$ cat src/rtl/fpc_pkg.sv
package fpc_pkg;

    // Where the next fetch address comes from.
    typedef enum logic [1:0] {
        PCS_SEQ   = 2'd0,
        PCS_HOLD  = 2'd1,
        PCS_REDIR = 2'd2
    } pc_src_e;

    // Slot positions inside the valid vector; the squash logic depends on them.
    localparam int STG_DEC = 0;
    localparam int STG_EXE = 1;

endpackage

$ cat src/rtl/fpc_steer.sv
module fpc_steer
    import fpc_pkg::*;
(
    input  logic    resolve_i,
    input  logic    redirect_i,
    input  logic    exe_valid_i,
    input  logic    stall_i,
    output logic    redir_o,
    output pc_src_e src_o
);

    // A bubble in execute cannot steer fetch.
    always_comb begin
        redir_o = resolve_i && redirect_i && exe_valid_i;
        if (redir_o) begin
            src_o = PCS_REDIR;
        end else if (stall_i) begin
            src_o = PCS_HOLD;
        end else begin
            src_o = PCS_SEQ;
        end
    end

endmodule

$ cat src/rtl/fpc_pc_gen.sv
module fpc_pc_gen
    import fpc_pkg::*;
#(
    parameter int             AW        = 32,
    parameter int             STEP      = 4,
    parameter logic [AW-1:0]  RESET_VEC = '0
) (
    input  logic          clk,
    input  logic          rst,
    input  pc_src_e       src_i,
    input  logic [AW-1:0] target_i,
    output logic [AW-1:0] pc_o,
    output logic [AW-1:0] npc_o
);

    localparam logic [AW-1:0] STEP_W = AW'(STEP);

    typedef struct packed {
        logic [AW-1:0] pc;
    } pc_st_t;

    pc_st_t st_d, st_q;

    always_comb begin
        st_d = st_q;
        unique case (src_i)
            PCS_SEQ:   st_d.pc = st_q.pc + STEP_W;
            PCS_HOLD:  st_d.pc = st_q.pc;
            PCS_REDIR: st_d.pc = target_i;
            default:   st_d.pc = st_q.pc;
        endcase
    end

    always_ff @(posedge clk) begin
        if (rst) begin
            st_q.pc <= RESET_VEC;
        end else begin
            st_q <= st_d;
        end
    end

    assign pc_o  = st_q.pc;
    assign npc_o = st_d.pc;

endmodule

$ cat src/rtl/fpc_valid_pipe.sv
module fpc_valid_pipe
    import fpc_pkg::*;
#(
    parameter int NSTG = 4
) (
    input  logic            clk,
    input  logic            rst,
    input  pc_src_e         src_i,
    output logic [NSTG-1:0] vld_o
);

    typedef struct packed {
        logic [NSTG-1:0] v;
    } vp_st_t;

    vp_st_t          st_d, st_q;
    logic [NSTG-1:0] nxt;

    for (genvar i = 0; i < NSTG; i++) begin : g_slot
        if (i == STG_DEC) begin : g_dec
            // Fetch is always active: a new slot enters decode unless frozen or squashed.
            assign nxt[i] = (src_i == PCS_SEQ)  ? 1'b1 :
                            (src_i == PCS_HOLD) ? st_q.v[i] : 1'b0;
        end else if (i == STG_EXE) begin : g_exe
            // A stall inserts a bubble; a redirect squashes the decode occupant.
            assign nxt[i] = (src_i == PCS_SEQ) ? st_q.v[i-1] : 1'b0;
        end else begin : g_old
            assign nxt[i] = st_q.v[i-1];
        end
    end

    always_comb begin
        st_d   = st_q;
        st_d.v = nxt;
    end

    always_ff @(posedge clk) begin
        if (rst) begin
            st_q.v <= '0;
        end else begin
            st_q <= st_d;
        end
    end

    assign vld_o = st_q.v;

endmodule

$ cat src/rtl/fetch_redirect_ctrl.sv
module fetch_redirect_ctrl
    import fpc_pkg::*;
#(
    parameter int             AW        = 32,
    parameter int             STEP      = 4,
    parameter int             NSTG      = 4,
    parameter logic [AW-1:0]  RESET_VEC = '0
) (
    input  logic            clk,
    input  logic            rst,
    input  logic            stall_i,
    input  logic            ex_resolve_i,
    input  logic            ex_redirect_i,
    input  logic [AW-1:0]   ex_target_i,
    output logic [AW-1:0]   pc_o,
    output logic [AW-1:0]   npc_o,
    output logic            kill_if_o,
    output logic            kill_id_o,
    output logic [NSTG-1:0] vld_o
);

    pc_src_e src;
    logic    redir;

    fpc_steer u_steer (
        .resolve_i   (ex_resolve_i),
        .redirect_i  (ex_redirect_i),
        .exe_valid_i (vld_o[STG_EXE]),
        .stall_i     (stall_i),
        .redir_o     (redir),
        .src_o       (src)
    );

    fpc_pc_gen #(
        .AW        (AW),
        .STEP      (STEP),
        .RESET_VEC (RESET_VEC)
    ) u_pc (
        .clk      (clk),
        .rst      (rst),
        .src_i    (src),
        .target_i (ex_target_i),
        .pc_o     (pc_o),
        .npc_o    (npc_o)
    );

    fpc_valid_pipe #(
        .NSTG (NSTG)
    ) u_vld (
        .clk   (clk),
        .rst   (rst),
        .src_i (src),
        .vld_o (vld_o)
    );

    assign kill_if_o = redir;
    assign kill_id_o = redir && vld_o[STG_DEC];

endmodule

$ cat config.mk
export PLATFORM = sky130hd
export DESIGN_NAME = fetch_redirect_ctrl
export DESIGN_NICKNAME = d
export VERILOG_FILES = /design/src/rtl/fpc_pkg.sv /design/src/rtl/fpc_steer.sv /design/src/rtl/fpc_pc_gen.sv /design/src/rtl/fpc_valid_pipe.sv /design/src/rtl/fetch_redirect_ctrl.sv
export SDC_FILE = /design/constraint.sdc
export NUM_CORES = 1
export LEC_CHECK = 0
export ABC_AREA = 1
export BUFFER_PORTS_ARGS = -buffer_cell sky130_fd_sc_hd__buf_4
export CORE_UTILIZATION = 40
export CTS_BUF_LIST = sky130_fd_sc_hd__clkbuf_4
export DETAILED_ROUTE_END_ITERATION = 7
export PLACE_DENSITY_LB_ADDON = 0.25
export SYNTH_ARGS = -nofsm -noshare
export SYNTH_HDL_FRONTEND = slang
export SYNTH_HIERARCHICAL = 1
export SYNTH_SLANG_ARGS = --single-unit
$ cat constraint.sdc
create_clock -name clk -period 1.64 [get_ports clk]
set_clock_uncertainty 0.2 [all_clocks]
set_input_delay 0.164 -clock clk [delete_from_list [all_inputs] [get_ports clk]]
set_output_delay 0.164 -clock clk [all_outputs]
set_load 0.05 [all_outputs]
==> results of run 1 <==
-- logic make-up after synthesis --
kind of cell	Yosys count	share of synthesized area
compound gates	67	0.141
buf+inv	90	0.133
flops	36	0.262
simple gates	267	0.460
fa+ha+maj	1	0.00455
-- what timing repair did --
item | 4_1_cts
gates resized for setup | 176
endpoints found under the setup margin | 66
pin swaps | 38
hold endpoints to repair | 6
buffers inserted | 24
gates cloned | 2
hold buffers | 5
-- stage by stage --
stage               hold slack, ns  instance area (µm²)
floorplan                   0.0352                 3330
global placement             0.216                 4790
detailed placement           0.223                 4790
CTS                       -0.00193                 5660
-- metal layers --
layer / GRT overflow / track usage
met1: 1 / 0.691
met2: 129 / 1.05
met3: 0 / 0.446
met4: 53 / 0.924
met5: 0 / 0
-- synthesized netlist by cell type, types with 2 or more instances --
cell | number | area share
inv_1 | 67 | 0.091
a21oi_2 | 9 | 0.029
o21ai_0 | 22 | 0.040
buf_2 | 4 | 0.0073
nor2_2 | 10 | 0.023
nand3_1 | 35 | 0.064
dfxtp_1 | 36 | 0.26
nand3_2 | 9 | 0.033
nand2_4 | 3 | 0.012
inv_2 | 8 | 0.011
a31oi_1 | 2 | 0.0045
o21ai_1 | 8 | 0.015
nor2_1 | 38 | 0.052
nand2_1 | 148 | 0.20
o211ai_1 | 2 | 0.0055
clkbuf_1 | 4 | 0.0055
a22o_1 | 3 | 0.0096
a21oi_1 | 21 | 0.038
nor2_4 | 11 | 0.045
buf_4 | 6 | 0.016
nand2_2 | 10 | 0.023
==> metrics.cfg, run 1 <==
[outcome]
outcome = stopped before the end
haltStage = global routing
error = [ERROR GRT-0232] Routing congestion too high. Check the congestion heatmap in the GUI.

[global_route]
track_usage = 0.749
grt_max_degree = 29
grt_overflow = 183

[synth]
synth_warnings = 6
synth_edf_count = 0
synthCells = 461
postSynth.asyncResetShare = 0
synth_cell_types = 26
synthesis.nets = 499
yosys_register_bits = 36
synth.avg_cell_area_um2 = 5.97
synth_seq_area_share = 0.262
ys.flop_type = dfxtp_1
syn_area_um2 = 2750

[clock_tree]
cts-root-buf = clkbuf_4
cts_buffers = 5
htree_levels = 2
clock-sinks = 36
clock_path_buffers = 2

[floorplan]
rows = 29
start_util = 0.424
die_w_um = 84.9
io_pins = 107
die_y_um = 84.9

[placed_design]
pre_cts_slack_ns = -0.283
portBuffers = 106
place.gp.congestion = 0.899
dp_cells = 715
dpl.hpwl_um = 8060

[sta]
postGrtWorstEndpoint = npc_o[18]
worst-ep-kind = output port

==> run 2: changes to the inputs <==
--- a/config.mk
+++ b/config.mk
@@ -7,10 +7,9 @@
 export LEC_CHECK = 0
 export ABC_AREA = 1
 export BUFFER_PORTS_ARGS = -buffer_cell sky130_fd_sc_hd__buf_4
-export CORE_UTILIZATION = 40
-export CTS_BUF_LIST = sky130_fd_sc_hd__clkbuf_4
+export CORE_UTILIZATION = 25
 export DETAILED_ROUTE_END_ITERATION = 7
-export PLACE_DENSITY_LB_ADDON = 0.25
+export PLACE_DENSITY_LB_ADDON = 0.15
 export SYNTH_ARGS = -nofsm -noshare
 export SYNTH_HDL_FRONTEND = slang
 export SYNTH_HIERARCHICAL = 1
==> constraint.sdc (replaced) <==
create_clock -name clk -period 2.1 [get_ports clk]
set_clock_uncertainty 0.2 [all_clocks]
set_input_delay 0.21 -clock clk [delete_from_list [all_inputs] [get_ports clk]]
set_output_delay 0.21 -clock clk [all_outputs]
set_load 0.05 [all_outputs]
==> run 2 against run 1 <==
Net effect: the flow now finishes, with violations (negative setup slack); synthesized cell count did not move; synthesized area did not move.
==> metrics.cfg, run 2 <==
[outcome]
outcome = finished with violations  ; was stopped before the end
violations = negative setup slack

[synth]
ys.flop_type = dfxtp_1  ; unchanged
synth_top_area_share = 0.262  ; unchanged
synth_warnings = 6  ; unchanged
synth_edf_count = 0  ; unchanged
synth_cell_types = 26  ; unchanged
postSynth.asyncResetShare = 0  ; unchanged
synth.avg_cell_area_um2 = 5.97  ; unchanged
synth_seq_area_share = 0.262  ; unchanged
synth_common_cells = nand2_1, inv_1, nor2_1  ; unchanged
synthesis.nets = 499  ; unchanged
yosys_register_bits = 36  ; unchanged
yosysMostFrequentCell = nand2_1  ; unchanged
synthCells = 461  ; unchanged
synthTopCellsByArea = dfxtp_1, nand2_1, inv_1  ; unchanged
syn_area_um2 = 2750  ; unchanged
yosysTopAreaCell = dfxtp_1  ; unchanged

[critical_path]
ff2ff_setup_slack_ns = 0.23
criticalPathCategory = flip-flop to output pin
critPathLaunchType = flip-flop
worst_ep_required_time_ns = 1.69
crit_fanout = 7
worst_setup_path_end_kind = output pin
critPathArrivalTime_ns = 1.77

[clock_tree]
cts_buffers = 5  ; unchanged
cts_tree = built
clk_pin_slew_worst_paths_ns = 0.09
worstSkewPairLatency_ns = 0.30
htree_levels = 2  ; unchanged
clock_path_buffers = 2  ; unchanged
clock-sinks = 36  ; unchanged
cts-root-buf = clkbuf_8  ; was clkbuf_4

[global_route]
grt_max_degree = 35
grt_pass1_wl_um = 16100
grt_pass1_vias = 3460
antenna_found_initial = 0
grt_overflow = 0
track_usage = 0.178

[sta]
slew_violations = 0
setup_ws_ns = -0.0841
setup_violations = 24
period_share = 1.04
max_slew_margin = 0.689
hold_ws_ns = 0.00838
rsz0062_at_grt = true
hold_violations = 0
fin_crit_ns = 2.18
tightest_slew_ns = 0.466
max_freq_mhz = 458

[detailed_routing]
wl_per_cell_um = 13.6
vias = 3395
drc = 0
wl_um = 10200
via_per_inst = 4.54
firstDrtPassIters = 4
ant_nets = 0
drt_iter0_markers = 121

[floorplan]
die_y_um = 107  ; was 84.9 µm
dieArea_um2 = 11400
start_util = 0.262  ; was 0.424
core_um2 = 10500
rows = 37  ; was 29
io_pins = 107  ; unchanged
die_w_um = 107  ; was 84.9 µm

[placed_design]
place.gp.congestion = 0.855  ; was 0.899
place_area_um2 = 4030  ; was 4790 µm²
dp_cells = 710  ; was 715
portBuffers = 106  ; unchanged
dpl.hpwl_um = 7710  ; was 8060 µm

[power]
leakagePower_nw = 2.18
p_per_area_nw_per_um2 = 382
vdd_drop_max_mv = 0.256

[final_layout]
largest_register_ff_count = 32
drive_above_1_share = 0.565
areaGrowthSynthToFinish_pct = 81.9
mostFrequentLayoutCells = buf_4, nand2_1, inv_1, nand2_2, nand2_4
fin_area_um2 = 5000
antenna_cells = 0
final_common_cell = buf_4
final_nets = 649
finalNonFillerCells = 748

[flow_run]
cap_viol_max_count = 0

[min_path]
min_path_type = primary input to flip-flop

==> run 2: final cells by class <==
class                           instances  area, µm²
Fill cell                            1064       5510
Multi-Input combinational cell        335       2130
Timing Repair Buffer                  157       1470
Sequential cell                        36        769
Inverter                               76        308
Tap cell                              136        170
Clock inverter                          3       90.1
Clock buffer                            5       68.8
==> run 2: path summary, 6_finish.rpt <==
check | start | endpoint | cells after the start
worst max-delay path | u_vld/vld_o[1] | npc_o[8] | 10
worst min-delay path | ex_target_i[6] | u_pc/pc_o[6] | 3
worst max register to register | u_pc/pc_o[2] | u_pc/pc_o[8] | 11
worst min register to register | u_vld/vld_o[2] | u_vld/vld_o[3] | 2
==> run 2: kinds of logic after synthesis <==
logic type	count (synthesis)	synth area share
AOI/OAI and AO/OA	67	0.141
and+or+nand+nor	267	0.460
DFF	36	0.262
adders and majority gates	1	0.00455
buffers and inverters	90	0.133
==> run 2: routing by layer <==
layer | up-vias | part of all wire | wire length, µm | GRT usage
li1 | 1735 | - | - | -
met1 | 1574 | 0.45 | 4550 | 0.220
met2 | 74 | 0.50 | 5050 | 0.321
met3 | 12 | 0.040 | 403 | 0.0274
met4 | 0 | 0.014 | 147 | 0.0460
met5 | - | 0 | 0 | 0
==> run 2: what timing repair did <==
item	CTS	global route
hold endpoints to repair	3	0
cloned	0	1
setup endpoints to repair	32	30
gates resized for setup	82	107
pin swaps	17	33
setup buffers	12	14
hold buffers	3	0
==> run 2: critical path: stages, from the launching register on <==
cell,delay (ns)
dfxtp_2,0.35
nand3_4,0.09
clkinvlp_4,0.14
inv_4,0.08
nor2_4,0.05
buf_6,0.12
clkbuf_16,0.15
a22o_1,0.17
inv_1,0.12
nand2_4,0.06
buf_8,0.14
==> run 2: metrics by stage <==
stage	total power, mW	setup WS [ns]	setup TNS [ns]	utilization
CTS	1.90	-0.0974	-1.27	0.436
floorplan	0.881	-0.137	-0.291	-
global placement	0.997	0.132	0	0.383
global route	1.98	-0.196	-3.85	0.476
detailed placement	0.997	0.120	0	0.383
finish	1.91	-0.0841	-1.09	0.476
==> run 2: power breakdown <==
group          switching, mW  total, mW  internal (mW)
logic                  0.197      0.338          0.140
clock network          0.285      0.880          0.595
registers             0.0122      0.696          0.684
Power figures use the tool's default switching activity.
==> run 3: changes to the inputs <==
--- a/config.mk
+++ b/config.mk
@@ -9,6 +9,7 @@
 export BUFFER_PORTS_ARGS = -buffer_cell sky130_fd_sc_hd__buf_4
 export CORE_UTILIZATION = 25
 export DETAILED_ROUTE_END_ITERATION = 7
+export HOLD_SLACK_MARGIN = 0.12
 export PLACE_DENSITY_LB_ADDON = 0.15
 export SYNTH_ARGS = -nofsm -noshare
 export SYNTH_HDL_FRONTEND = slang
==> run 3 against run 2 <==
Net effect: the run still ends with negative setup slack left; sequential cell count is the same; design area rose by 2.8%; core utilization is 1.3 points higher; critical path type unchanged; fmax is 0.41% lower; global-route usage increased by 0.18 points; via count rose by 1.7%; highest routed layer unchanged; sequential share of layout area decreased by 0.42 points; setup slack worse by 0.0091 ns; critical endpoint is now npc_o[7]; count of clock-buffer cells in the layout unchanged; sequential power about the same.
==> metrics.cfg, run 3 (synthesis gave the netlist of run 2 again) <==
[critical_path]
critPathTopFamily = buffers and inverters  ; unchanged
critPathLaunchType = flip-flop  ; unchanged
worst_setup_path_end_kind = output pin  ; unchanged
slowest_stage = dfxtp_2  ; unchanged
criticalPathCategory = flip-flop to output pin  ; unchanged
crit_path_max_incr_delay_ns = 0.35  ; about the same
worst_ep_required_time_ns = 1.69  ; about the same
crit_buf_inv = 4  ; was 6
critical_path.cell_chain = nand3_4 > clkinvlp_4 > buf_4 > nor2_4 > inv_1 > a21oi_1 > o21ai_2 > nand2_2 > buf_6  ; was nand3_4 > clkinvlp_4 > inv_4 > nor2_4 > buf_6 > clkbuf_16 > a22o_1 > inv_1 > nand2_4 > buf_8
critPathArrivalTime_ns = 1.78  ; was 1.77 ns
crit_fanout = 4  ; was 7

[sta]
slew_violations = 0  ; unchanged
rsz0062_at_grt = true  ; unchanged
period_share = 1.04  ; about the same
fin_crit_ns = 2.19  ; was 2.18 ns
max_slew_margin = 0.692  ; was 0.689
tightest_slew_ns = 0.463  ; was 0.466 ns
hold_violations = 0  ; unchanged
max_freq_mhz = 456  ; was 458 MHz
setup_violations = 24  ; unchanged
setup_ws_ns = -0.0932  ; was -0.0841 ns
hold_ws_ns = 0.105  ; was 0.00838 ns

[global_route]
grt_max_degree = 35  ; unchanged
grt_pass1_vias = 3513  ; was 3460
grt_pass1_wl_um = 16300  ; was 16100 µm
antenna_found_initial = 0  ; unchanged
track_usage = 0.180  ; was 0.178
grt_overflow = 0  ; unchanged

[clock_tree]
cts_buffers = 5  ; unchanged
htree_levels = 2  ; unchanged
clk_pin_slew_worst_paths_ns = 0.09  ; about the same
cts-root-buf = clkbuf_8  ; unchanged
worstSkewPairLatency_ns = 0.30  ; about the same
clock_path_buffers = 2  ; unchanged
cts_tree = built  ; unchanged
clock-sinks = 36  ; unchanged

[detailed_routing]
wl_um = 10400  ; was 10200 µm
ant_nets = 0  ; unchanged
drt_iter0_markers = 118  ; was 121
via_per_inst = 4.54  ; about the same
vias = 3454  ; was 3395
firstDrtPassIters = 4  ; unchanged
drc = 0  ; unchanged
wl_per_cell_um = 13.7  ; was 13.6 µm

[final_layout]
mostFrequentLayoutCells = buf_4, nand2_1, inv_1, nand2_2, nand2_4  ; unchanged
final_nets = 661  ; was 649
multi_input_area_um2 = 2160  ; was 2130 µm²
final_util = 0.489  ; was 0.476
areaGrowthSynthToFinish_pct = 86.9  ; was 81.9%
largest_register_ff_count = 32  ; unchanged
nFillCells = 1051  ; was 1064
seq_area_um2 = 769  ; unchanged
final_common_cell = buf_4  ; unchanged
drive_above_1_share = 0.559  ; was 0.565
antenna_cells = 0  ; unchanged

[outcome]
outcome = finished with violations  ; unchanged
violations = negative setup slack  ; unchanged

[power]
p_per_area_nw_per_um2 = 376  ; was 382 nW/µm²
vdd_drop_max_mv = 0.261  ; was 0.256 mV
leakagePower_nw = 2.23  ; was 2.18 nW
power_mw = 1.93  ; was 1.91 mW

[floorplan]
io_pins = 107  ; unchanged
core_um2 = 10500  ; unchanged
start_util = 0.262  ; unchanged
die_y_um = 107  ; unchanged
dieArea_um2 = 11400  ; unchanged
rows = 37  ; unchanged
die_w_um = 107  ; unchanged

[placed_design]
portBuffers = 106  ; unchanged
place.gp.congestion = 0.855  ; unchanged
dpl.hpwl_um = 7710  ; unchanged

[flow_run]
cap_viol_max_count = 0  ; unchanged

[min_path]
min_path_type = primary input to flip-flop  ; unchanged

==> run 3: cell count changes in the layout (fill, tap and decap cells not counted), sizes merged <==
cell	previous run	this run
buf	153	156
dlygate4sd3	3	12
==> run 3: area by class of cell <==
type | count | share of cell area
Clock buffer | 5 | 0.0134
Clock inverter | 3 | 0.0175
Inverter | 76 | 0.0598
Multi-Input combinational cell | 335 | 0.419
Sequential cell | 36 | 0.150
Tap cell | 136 | 0.0331
Timing Repair Buffer | 169 | 0.307
==> run 3: through the flow <==
step	setup WS (ns)	instance area (µm²)	TNS (ns)	std cells
2_1_floorplan	-0.137	2980	-0.291	461
3_3_place_gp	0.132	4030	0	710
3_5_place_dp	0.120	4030	0	710
4_1_cts	-0.0974	4650	-1.27	740
5_1_grt	-0.194	5140	-3.76	760
6_report	-0.0932	5140	-1.13	760
==> run 3: timing repair <==
| item | CTS | global route |
|---|---|---|
| pin swaps | 17 | 33 |
| gates cloned | 0 | 1 |
| setup buffers | 12 | 17 |
| endpoints found under the setup margin | 32 | 30 |
| hold buffers | 10 | 2 |
| gates resized for setup | 82 | 108 |
| endpoints found under the hold margin | 10 | 2 |
==> run 3: path summary, 6_finish.rpt <==
kind / from / endpoint / slack [ns] / depth (start not counted)
max: u_vld/vld_o[1] / npc_o[7] / -0.09 / 9
min: ex_target_i[29] / u_pc/pc_o[29] / 0.11 / 5
max reg2reg: u_pc/pc_o[2] / u_pc/pc_o[8] / 0.23 / 11
min reg2reg: u_vld/vld_o[2] / u_vld/vld_o[3] / 0.22 / 2
==> run 3: layer usage <==
metal	global-route usage	share of wire
met5	0	0
met4	0.0460	0.015
met3	0.0249	0.035
met2	0.328	0.51
met1	0.221	0.44
==> run 3: worst register-to-register path: cells and delay by family (launching register included) <==
| family | cells | cell delay, ns |
|---|---|---|
| AO/OA/AOI/OAI | 1 | 0.09 |
| adder cells (fa/ha/maj) | 1 | 0.16 |
| buffers and inverters | 3 | 0.33 |
| flip-flops | 1 | 0.37 |
| AND/OR/NAND/NOR | 6 | 0.63 |
==> run 3: where the power goes <==
part           total (mW)  internal, mW  switching [mW]
Sequential          0.696         0.684          0.0122
Clock               0.881         0.595           0.286
Combinational       0.358         0.155           0.203
Total                1.93          1.43           0.501
==> run 4: changes to the inputs <==
--- a/config.mk
+++ b/config.mk
@@ -10,7 +10,9 @@
 export CORE_UTILIZATION = 25
 export DETAILED_ROUTE_END_ITERATION = 7
 export HOLD_SLACK_MARGIN = 0.12
+export MAX_ROUTING_LAYER = met4
 export PLACE_DENSITY_LB_ADDON = 0.15
+export RECOVER_POWER = 50
 export SYNTH_ARGS = -nofsm -noshare
 export SYNTH_HDL_FRONTEND = slang
 export SYNTH_HIERARCHICAL = 1
==> run 4 against run 3 <==
Net effect: the flow still finishes with violations (negative setup slack); register-to-register slack improved by 0.10 ns; first-iteration DRC count rose by 14%; design area fell by 0.51%; clock power fell by 21%; via count rose by 1.3%; critical endpoint is now npc_o[29]; sequential share of layout area fell by 0.12 points; die area did not move; wire length rose by 1.6%; largest cell class unchanged; power fell by 9.1%.
==> metrics.cfg, run 4 (synthesis gave the netlist of run 2 again) <==
[outcome]
outcome = finished with violations  ; unchanged
violations = negative setup slack  ; unchanged

[global_route]
grt_pass1_vias = 3532  ; was 3513
grt_pass1_wl_um = 16800  ; was 16300 µm
track_usage = 0.194  ; was 0.180
grt_max_degree = 35  ; unchanged
antenna_found_initial = 0  ; unchanged
grt_overflow = 0  ; unchanged

[clock_tree]
cts_buffers = 5  ; unchanged
clock-sinks = 36  ; unchanged
htree_levels = 2  ; unchanged
cts_tree = built  ; unchanged
cts-root-buf = clkbuf_8  ; unchanged
worstSkewPairLatency_ns = 0.30  ; about the same
clock_path_buffers = 2  ; unchanged
clk_pin_slew_worst_paths_ns = 0.08  ; was 0.09 ns

[final_layout]
final_common_cell = buf_4  ; unchanged
fin_area_um2 = 5120  ; was 5140 µm²
drive_above_1_share = 0.537  ; was 0.559
largest_register_ff_count = 32  ; unchanged
final_nets = 666  ; was 661
antenna_cells = 0  ; unchanged
nFillCells = 1086  ; was 1051
areaGrowthSynthToFinish_pct = 86.0  ; was 86.9%
mostFrequentLayoutCells = buf_4, nand2_1, inv_1, nand2_2, nand2_4  ; unchanged

[critical_path]
critPathArrivalTime_ns = 1.78  ; about the same
worst_ep_required_time_ns = 1.69  ; about the same
worst_setup_path_end_kind = output pin  ; unchanged
crit_fanout = 9  ; was 4
criticalPathCategory = flip-flop to output pin  ; unchanged
critPathLaunchType = flip-flop  ; unchanged

[sta]
setup_ws_ns = -0.0899  ; was -0.0932 ns
final.setup.tns_ns = -0.948  ; was -1.13 ns
setup_violations = 26  ; was 24
slew_violations = 0  ; unchanged
hold_violations = 0  ; unchanged
max_freq_mhz = 457  ; was 456 MHz
period_share = 1.04  ; about the same
max_slew_margin = 0.377  ; was 0.692
tightest_slew_ns = 0.935  ; was 0.463 ns
rsz0062_at_grt = true  ; unchanged
fin_crit_ns = 2.19  ; about the same

[floorplan]
dieArea_um2 = 11400  ; unchanged
start_util = 0.262  ; unchanged
io_pins = 107  ; unchanged
die_y_um = 107  ; unchanged
die_w_um = 107  ; unchanged
core_um2 = 10500  ; unchanged
rows = 37  ; unchanged

[placed_design]
portBuffers = 106  ; unchanged
dpl.hpwl_um = 7730  ; was 7710 µm
place_area_um2 = 4040  ; was 4030 µm²
place.gp.congestion = 0.859  ; was 0.855

[detailed_routing]
via_per_inst = 4.57  ; was 4.54
vias = 3499  ; was 3454
ant_nets = 0  ; unchanged
drc = 0  ; unchanged
wl_per_cell_um = 13.8  ; was 13.7 µm
wl_um = 10600  ; was 10400 µm
firstDrtPassIters = 4  ; unchanged
drt_iter0_markers = 134  ; was 118

[min_path]
min_path_type = primary input to flip-flop  ; unchanged

[flow_run]
cap_viol_max_count = 0  ; unchanged

[power]
vdd_drop_max_mv = 0.246  ; was 0.261 mV
leakagePower_nw = 2.15  ; was 2.23 nW
p_per_area_nw_per_um2 = 344  ; was 376 nW/µm²

## run 4: cell types whose count changed in the layout (fill, tap and decap cells not counted), moves of 3 or more
cell | before | now
clkbuf_1 | 0 | 9
buf_4 | 115 | 108
inv_2 | 11 | 6
nand2_1 | 98 | 103
dfxtp_1 | 13 | 17
nand2_2 | 33 | 29
inv_1 | 58 | 61
nor2_2 | 15 | 18
## run 4: where the power goes
group | internal, mW | switching, mW | leakage, nW
clock | 0.420 | 0.280 | 0.0645
sequential | 0.686 | 0.0116 | 0.302
combinational | 0.158 | 0.203 | 1.78
total | 1.26 | 0.494 | 2.15
## run 4: final timing paths
path / slack [ns] / from / end / cells past startpoint
hold / removal: 0.12 / ex_target_i[17] / u_pc/pc_o[17] / 5
hold reg to reg: 0.22 / u_vld/vld_o[2] / u_vld/vld_o[3] / 2
setup / recovery: -0.09 / u_vld/vld_o[1] / npc_o[29] / 8
setup reg to reg: 0.33 / u_pc/pc_o[3] / u_pc/pc_o[22] / 10
## run 4: layer usage
metal  vias to the layer above  track usage  routed length, µm
met5                         -            -                  0
met4                         0       0.0616                109
met3                         8       0.0383                508
met2                        91        0.337               5380
met1                      1623        0.225               4580
li1                       1777            -                  -
## run 4: area by class of cell
cell class | count | area, µm² | share of cell area
Multi-Input combinational cell | 335 | 2160 | 0.422
Timing Repair Buffer | 174 | 1590 | 0.311
Sequential cell | 36 | 759 | 0.148
Inverter | 76 | 310 | 0.0606
Tap cell | 136 | 170 | 0.0333
Clock buffer | 7 | 96.3 | 0.0188
Clock inverter | 1 | 30.0 | 0.00587
## run 4: through the flow
stage                     hold slack (ns)  setup slack [ns]  utilization  instances  total power, mW
final                               0.119           -0.0899        0.487        765             1.76
after global routing                0.145            -0.198        0.487        765             1.84
after CTS                           0.124            -0.110        0.458        754             1.74
after detailed placement            0.213             0.112        0.385        712            0.999
after global placement              0.209             0.103        0.385        712            0.997
after floorplan                    0.0812            -0.137            -        461            0.881
## run 4: critical path, stage by stage, from the launching register on
cell	delay [ns]
dfxtp_2	0.34
nand3_4	0.10
clkinvlp_4	0.12
buf_6	0.13
nor2_4	0.16
buf_6	0.20
nand3_1	0.16
nand2_4	0.09
buf_4	0.19
## run 4: timing repair
action	CTS	global route
endpoints found under the setup margin	32	32
cloned	1	0
hold endpoints to repair	13	0
hold buffers	13	0
pin swaps	28	21
resized for setup	103	85
buffers inserted	20	13
